==> config.mk <==
export PLATFORM = sky130hd
export DESIGN_NAME = calseq_ctrl
export DESIGN_NICKNAME = d
export VERILOG_FILES = /design/src/rtl/calseq_pkg.sv /design/src/rtl/calseq_delay.sv /design/src/rtl/calseq_passes.sv /design/src/rtl/calseq_ctrl.sv
export SDC_FILE = /design/constraint.sdc
export NUM_CORES = 1
export LEC_CHECK = 0
export BUFFER_PORTS_ARGS = -buffer_cell sky130_fd_sc_hd__buf_2
export CAP_MARGIN = 5
export CORE_ASPECT_RATIO = 0.8
export CORE_UTILIZATION = 50
export DETAILED_ROUTE_END_ITERATION = 7
export PLACE_DENSITY = 0.75
export REMOVE_ABC_BUFFERS = 1
export SYNTH_ARGS = -nofsm -noshare
export SYNTH_HDL_FRONTEND = slang
export SYNTH_SLANG_ARGS = --single-unit
export TNS_END_PERCENT = 20
==> constraint.sdc <==
create_clock -name clk -period 1.74 [get_ports clk]
set_input_delay 0.348 -clock clk [delete_from_list [all_inputs] [get_ports clk]]
set_output_delay 0.348 -clock clk [all_outputs]
set_load 0.05 [all_outputs]
==> src/rtl/calseq_pkg.sv <==
package calseq_pkg;

   typedef enum logic [2:0] {
      CS_IDLE,
      CS_SETUP,
      CS_STROBE,
      CS_WAIT_HI,
      CS_WAIT_LO
   } cs_state_e;

endpackage

==> src/rtl/calseq_delay.sv <==
module calseq_delay #(
   parameter int W = 4
) (
   input  logic         clk,
   input  logic         rst_n,
   input  logic         load,
   input  logic [W-1:0] val,
   output logic         expired
);

   logic [W-1:0] cnt_q;

   always_ff @(posedge clk or negedge rst_n) begin
      if (!rst_n)              cnt_q <= '0;
      else if (load)           cnt_q <= val;
      else if (cnt_q != '0)    cnt_q <= cnt_q - 1'b1;
   end

   assign expired = (cnt_q == '0);

endmodule

==> src/rtl/calseq_passes.sv <==
module calseq_passes #(
   parameter int W = 2
) (
   input  logic         clk,
   input  logic         rst_n,
   input  logic         clr,
   input  logic         inc,
   input  logic [W-1:0] last_idx,
   output logic [W-1:0] idx,
   output logic         at_last
);

   always_ff @(posedge clk or negedge rst_n) begin
      if (!rst_n)      idx <= '0;
      else if (clr)    idx <= '0;
      else if (inc)    idx <= idx + 1'b1;
   end

   assign at_last = (idx == last_idx);

endmodule

==> src/rtl/calseq_ctrl.sv <==
module calseq_ctrl
   import calseq_pkg::*;
#(
   parameter int CLK_KHZ     = 125000,
   parameter int SETUP_NS    = 100,
   parameter int STROBE_CYC  = 4,
   parameter int SEP_PASSES  = 2,
   parameter int COMB_PASSES = 3,
   parameter int TMO_W       = 16,
   parameter int SYNC_STAGES = 2
) (
   input  logic             clk,
   input  logic             rst_n,
   input  logic             start,
   input  logic             mode_comb,
   input  logic             bipolar,
   input  logic [TMO_W-1:0] tmo_limit,
   input  logic             busy_in,
   output logic             cal_stb,
   output logic             cnv_stb,
   output logic             sel_fs,
   output logic             sel_ofs,
   output logic             ofs_mid,
   output logic             active,
   output logic             done,
   output logic             err
);

   localparam int SETUP_CYC = (SETUP_NS * CLK_KHZ + 999_999) / 1_000_000;
   localparam int DLY_MAX   = (SETUP_CYC > STROBE_CYC) ? SETUP_CYC : STROBE_CYC;
   localparam int DLY_W     = $clog2(DLY_MAX + 1);
   localparam int PASS_MAX  = (SEP_PASSES > COMB_PASSES) ? SEP_PASSES : COMB_PASSES;
   localparam int PW        = $clog2(PASS_MAX + 1);
   localparam logic [DLY_W-1:0] SETUP_V  = DLY_W'(SETUP_CYC - 1);
   localparam logic [DLY_W-1:0] STROBE_V = DLY_W'(STROBE_CYC - 1);

   if (SETUP_CYC < 1 || STROBE_CYC < 1 || SEP_PASSES < 1 || COMB_PASSES < 1 ||
       COMB_PASSES > 3 || SYNC_STAGES < 0 || TMO_W < 1) begin : g_param_bad
      $error("calseq_ctrl: parameter out of range");
   end

   // BUSY synchroniser, depth chosen by parameter
   logic busy_s;
   if (SYNC_STAGES == 0) begin : g_nosync
      assign busy_s = busy_in;
   end else begin : g_sync
      logic [SYNC_STAGES-1:0] sh_q;
      always_ff @(posedge clk or negedge rst_n) begin
         if (!rst_n) sh_q <= '0;
         else begin
            sh_q[0] <= busy_in;
            for (int i = 1; i < SYNC_STAGES; i++) sh_q[i] <= sh_q[i-1];
         end
      end
      assign busy_s = sh_q[SYNC_STAGES-1];
   end

   cs_state_e        st_q, st_d;
   logic             ph_q, ph_d;
   logic             mode_q, bip_q, done_q, err_q;
   logic             take, dly_load, tmo_load, pass_clr, pass_inc, done_d, err_set;
   logic [DLY_W-1:0] dly_val;
   logic             dly_exp, tmo_exp, at_last;
   logic [PW-1:0]    pass_idx, last_idx;

   assign last_idx = mode_q ? PW'(COMB_PASSES - 1) : PW'(SEP_PASSES - 1);

   calseq_delay #(.W(DLY_W)) u_setup_dly (
      .clk(clk), .rst_n(rst_n), .load(dly_load), .val(dly_val), .expired(dly_exp));

   calseq_delay #(.W(TMO_W)) u_busy_tmo (
      .clk(clk), .rst_n(rst_n), .load(tmo_load), .val(tmo_limit), .expired(tmo_exp));

   calseq_passes #(.W(PW)) u_passes (
      .clk(clk), .rst_n(rst_n), .clr(pass_clr), .inc(pass_inc),
      .last_idx(last_idx), .idx(pass_idx), .at_last(at_last));

   always_comb begin
      st_d     = st_q;
      ph_d     = ph_q;
      take     = 1'b0;
      dly_load = 1'b0;
      dly_val  = SETUP_V;
      tmo_load = 1'b0;
      pass_clr = 1'b0;
      pass_inc = 1'b0;
      done_d   = 1'b0;
      err_set  = 1'b0;
      unique case (st_q)
         CS_IDLE: if (start) begin
            take = 1'b1; st_d = CS_SETUP; ph_d = 1'b0; dly_load = 1'b1; pass_clr = 1'b1;
         end
         CS_SETUP: if (dly_exp) begin
            st_d = CS_STROBE; dly_load = 1'b1; dly_val = STROBE_V;
         end
         CS_STROBE: if (dly_exp) begin
            st_d = CS_WAIT_HI; tmo_load = 1'b1;
         end
         CS_WAIT_HI: begin
            if (busy_s) begin
               st_d = CS_WAIT_LO; tmo_load = 1'b1;
            end else if (tmo_exp) begin
               st_d = CS_IDLE; err_set = 1'b1;
            end
         end
         CS_WAIT_LO: begin
            if (!busy_s) begin
               if (!ph_q) begin
                  ph_d = 1'b1; st_d = CS_SETUP; dly_load = 1'b1;
               end else if (at_last) begin
                  st_d = CS_IDLE; done_d = 1'b1;
               end else begin
                  ph_d = 1'b0; st_d = CS_SETUP; dly_load = 1'b1; pass_inc = 1'b1;
               end
            end else if (tmo_exp) begin
               st_d = CS_IDLE; err_set = 1'b1;
            end
         end
         default: st_d = CS_IDLE;
      endcase
   end

   always_ff @(posedge clk or negedge rst_n) begin
      if (!rst_n) begin
         st_q   <= CS_IDLE;
         ph_q   <= 1'b0;
         mode_q <= 1'b0;
         bip_q  <= 1'b0;
         done_q <= 1'b0;
         err_q  <= 1'b0;
      end else begin
         st_q   <= st_d;
         ph_q   <= ph_d;
         done_q <= done_d;
         if (take) begin
            mode_q <= mode_comb;
            bip_q  <= bipolar;
            err_q  <= 1'b0;
         end else if (err_set) begin
            err_q  <= 1'b1;
         end
      end
   end

   // full-scale phase: gain step of a separate pass, first step of a combined pass
   logic running, fs_phase;
   assign running  = (st_q != CS_IDLE);
   assign fs_phase = mode_q ? !ph_q : ph_q;

   assign sel_fs  = running && fs_phase;
   assign sel_ofs = running && !fs_phase;
   assign cal_stb = (st_q == CS_STROBE) && (!mode_q || !ph_q);
   assign cnv_stb = (st_q == CS_STROBE) && mode_q && ph_q;
   assign ofs_mid = bip_q;
   assign active  = running;
   assign done    = done_q;
   assign err     = err_q;

endmodule

==> flow_summary.json <==
{
  "outcome": "complete, but fails checks",
  "violations": "negative setup slack",
  "initial_core_util": 0.5292,
  "synthAdderAreaFrac": 0.02725,
  "synth-xor-area-share": 0.03815,
  "drc": 0,
  "crit_fanout": 6,
  "antenna_cells": 0,
  "cp.required_ns": 1.97,
  "htree_levels": 2,
  "grt_max_degree": 33,
  "fp-row-count": 19,
  "p_int_mw": 2.467,
  "cts_num_sinks": 32,
  "worstPathArrival_ns": 1.98,
  "ys_ff_latch": 32,
  "ys_seq_area_frac": 0.4360,
  "place.gp.congestion": 0.8259,
  "grt_pass1_wl_microns": 6782,
  "worst_pin_slew_ns": 0.3983,
  "hold_buffers": 0,
  "grt_antenna_before_repair": 0,
  "cts_tree": "built",
  "ant_nets": 0,
  "fin_area_sq_um": 2430,
  "synth_top_family_by_area": "simple AND/OR/NAND/NOR gates",
  "fin_ws_ns": -0.003361,
  "crit_type": "reg2reg",
  "syn_area_sq_um": 1837,
  "comb_power_share": 0.539,
  "area_growth_pct": 32.29,
  "layout_min_cycle_time_ns": 1.743,
  "ys_types": 48,
  "via_count": 1636,
  "min_period_over_period": 1.002,
  "cap_violations": 0,
  "slew_viol_final": 0,
  "p_switching_mw": 1.825,
  "end_kind": "register",
  "grt_pass1_vias": 1504,
  "final_util": 0.7001,
  "overflow": 0,
  "core_area_sq_um": 3471,
  "synthCells": 199,
  "setup_viol": 2,
  "hold_violations": 0,
  "postSynthAreaPerCell_sq_um": 9.230,
  "seqPwrFrac": 0.322,
  "layout-drive-gt1-share": 0.3643,
  "rsz0062_at_grt": "yes",
  "clk_path_buf_depth": 2,
  "finalClockSkew_ns": 0.007229,
  "hold_path.class": "in2async",
  "final_common_cell": "dfrtp_1",
  "drtIter0Drc": 77,
  "switching_share": 0.4252,
  "viasPerCell": 5.453,
  "die_x_microns": 69.77,
  "fin_setup_tns_ns": -0.004275,
  "drt_pass1_iterations": 4,
  "totalWireLength_microns": 4146,
  "cts_buffers": 5,
  "place_worst_setup_slack_ns": -0.1268,
  "yosysWarnings": 0,
  "final_cell_mix": "dfrtp_1 (29), buf_4 (27), buf_2 (24)",
  "synth_compound_area_frac": 0.1546,
  "post-dp-hpwl_microns": 2853,
  "nets": 283,
  "p_leak_nw": 1.086,
  "power_density_nw_per_um2": 1766,
  "clockPowerShare": 0.139,
  "ioPinCount": 30,
  "synthMuxAreaShare": 0.04087,
  "dieArea_sq_um": 3921,
  "peakVddDrop_uv": 1413,
  "portBuffers": 29,
  "fmax_mhz": 573.6,
  "yosys.area_share.simple": 0.2698,
  "clkTransAtPathRegs_ns": 0.07,
  "cts-root-buf": "clkbuf_8",
  "crit_path_start_kind": "register",
  "postPlaceCellArea_sq_um": 2207,
  "wl_per_cell_microns": 13.82,
  "slew_headroom": 0.7345,
  "die_h_microns": 56.21,
  "clk_latency_ns": 0.29,
  "grt_use_total": 0.2219
}
==> cells by family after synthesis <==
group | after synthesis
mux | 7
xor+xnor | 8
fa+ha+maj | 4
buf+inv | 14
compound gates | 48
flops | 32
simple gates | 86
==> power by group through the flow <==
stage          registers (mW)  logic [mW]  clock network (mW)
2_1_floorplan            1.40        1.25                   0
3_3_place_gp             1.34        2.00                   0
3_5_place_dp             1.34        2.05                   0
4_1_cts                  1.35        2.12               0.611
5_1_grt                  1.42        2.53               0.644
6_report                 1.38        2.31               0.596
==> Yosys cell counts (all sizes together) <==
cell type | n | area (sq um)
nor4b | 2 | 23.77
or3 | 4 | 25.02
ha | 4 | 50.05
a21oi | 15 | 75.07
o22a | 1 | 8.760
o21bai | 1 | 7.510
o21a | 1 | 7.510
or4b | 1 | 10.01
o211a | 1 | 10.01
nand4b | 2 | 17.52
nand4 | 2 | 18.77
xnor2 | 5 | 43.79
a21boi | 1 | 7.510
inv | 7 | 26.28
dfrtp | 32 | 800.8
or2b | 1 | 7.510
and2b | 1 | 7.510
or2 | 1 | 6.260
o21ai | 20 | 103.9
nand2b | 1 | 6.260
a21o | 4 | 30.03
and4 | 1 | 8.760
and2 | 5 | 31.28
nor2 | 14 | 52.55
nor3 | 12 | 60.06
nand2 | 24 | 90.09
or4 | 2 | 18.77
mux2i | 3 | 30.03
nor2b | 3 | 18.77
clkbuf | 5 | 18.77
nor4 | 5 | 65.07
a311oi | 1 | 8.760
mux2 | 4 | 45.04
nand3 | 4 | 20.02
xor2 | 3 | 26.28
a211oi | 1 | 7.510
a2bb2oi | 1 | 8.760
buf | 2 | 16.26
nand3b | 1 | 7.510
a211o | 1 | 8.760
==> layout make-up <==
class | instances | area [sq um]
tap | 42 | 52.55
timing repair buffer | 58 | 404.1
inverter | 7 | 26.28
multi-input combinational | 153 | 1052
sequential | 32 | 804.5
fill | 254 | 1041
clock buffer | 8 | 90.09
==> worst paths after layout <==
check	start	end	slack [ns]	depth (start not counted)
max reg2reg	u_busy_tmo.cnt_q[0]	u_busy_tmo.cnt_q[4]	-0.003	7
min reg2reg	g_sync.sh_q[0]	g_sync.sh_q[1]	0.35	0
max in group asynchronous	rst_n	st_q[0]	1.36	2
max	u_busy_tmo.cnt_q[0]	u_busy_tmo.cnt_q[4]	-0.003	7
min	rst_n	u_busy_tmo.cnt_q[4]	0.06	2
min in group clk	busy_in	g_sync.sh_q[0]	0.17	1
==> per-stage QoR <==
stage,power (mW),instances,hold slack (ns)
2_1_floorplan,2.650,192,0.05241
3_3_place_gp,3.337,289,0.3367
3_5_place_dp,3.388,289,0.3458
4_1_cts,4.084,297,0.08549
5_1_grt,4.592,300,0.1137
6_report,4.292,300,0.06340
==> flip-flops by register name, indices dropped and copies added, names as in the netlist, 2 cells and up <==
| register | cells |
|---|---|
| u_busy_tmo.cnt_q | 16 |
| u_setup_dly.cnt_q | 4 |
| st_q | 3 |
| g_sync.sh_q | 2 |
| u_passes.idx | 2 |
==> routing by layer <==
layer  share of wire  GRT usage  up-vias
met3           0.038    0.05616        8
met2            0.45     0.3173       35
met1            0.50     0.3227      771
met5               0          0        -
li1                -          -      822
met4           0.014    0.08571        0
==> worst max-delay path, stage by stage, from the launching register on <==
cell and delay, ns:
dfrtp_1 0.37, inv_1 0.07, ha_2 0.19, nor4b_4 0.13
and4_2 0.28, or4_1 0.43, a21oi_2 0.13, a21o_1 0.08
==> timing repair <==
item | in CTS | in global routing
setup endpoints to repair | 19 | 20
setup buffers | 0 | 3
pin swaps | 0 | 1
resized for setup | 8 | 25
No activity file was read; power rests on OpenSTA's default activity.
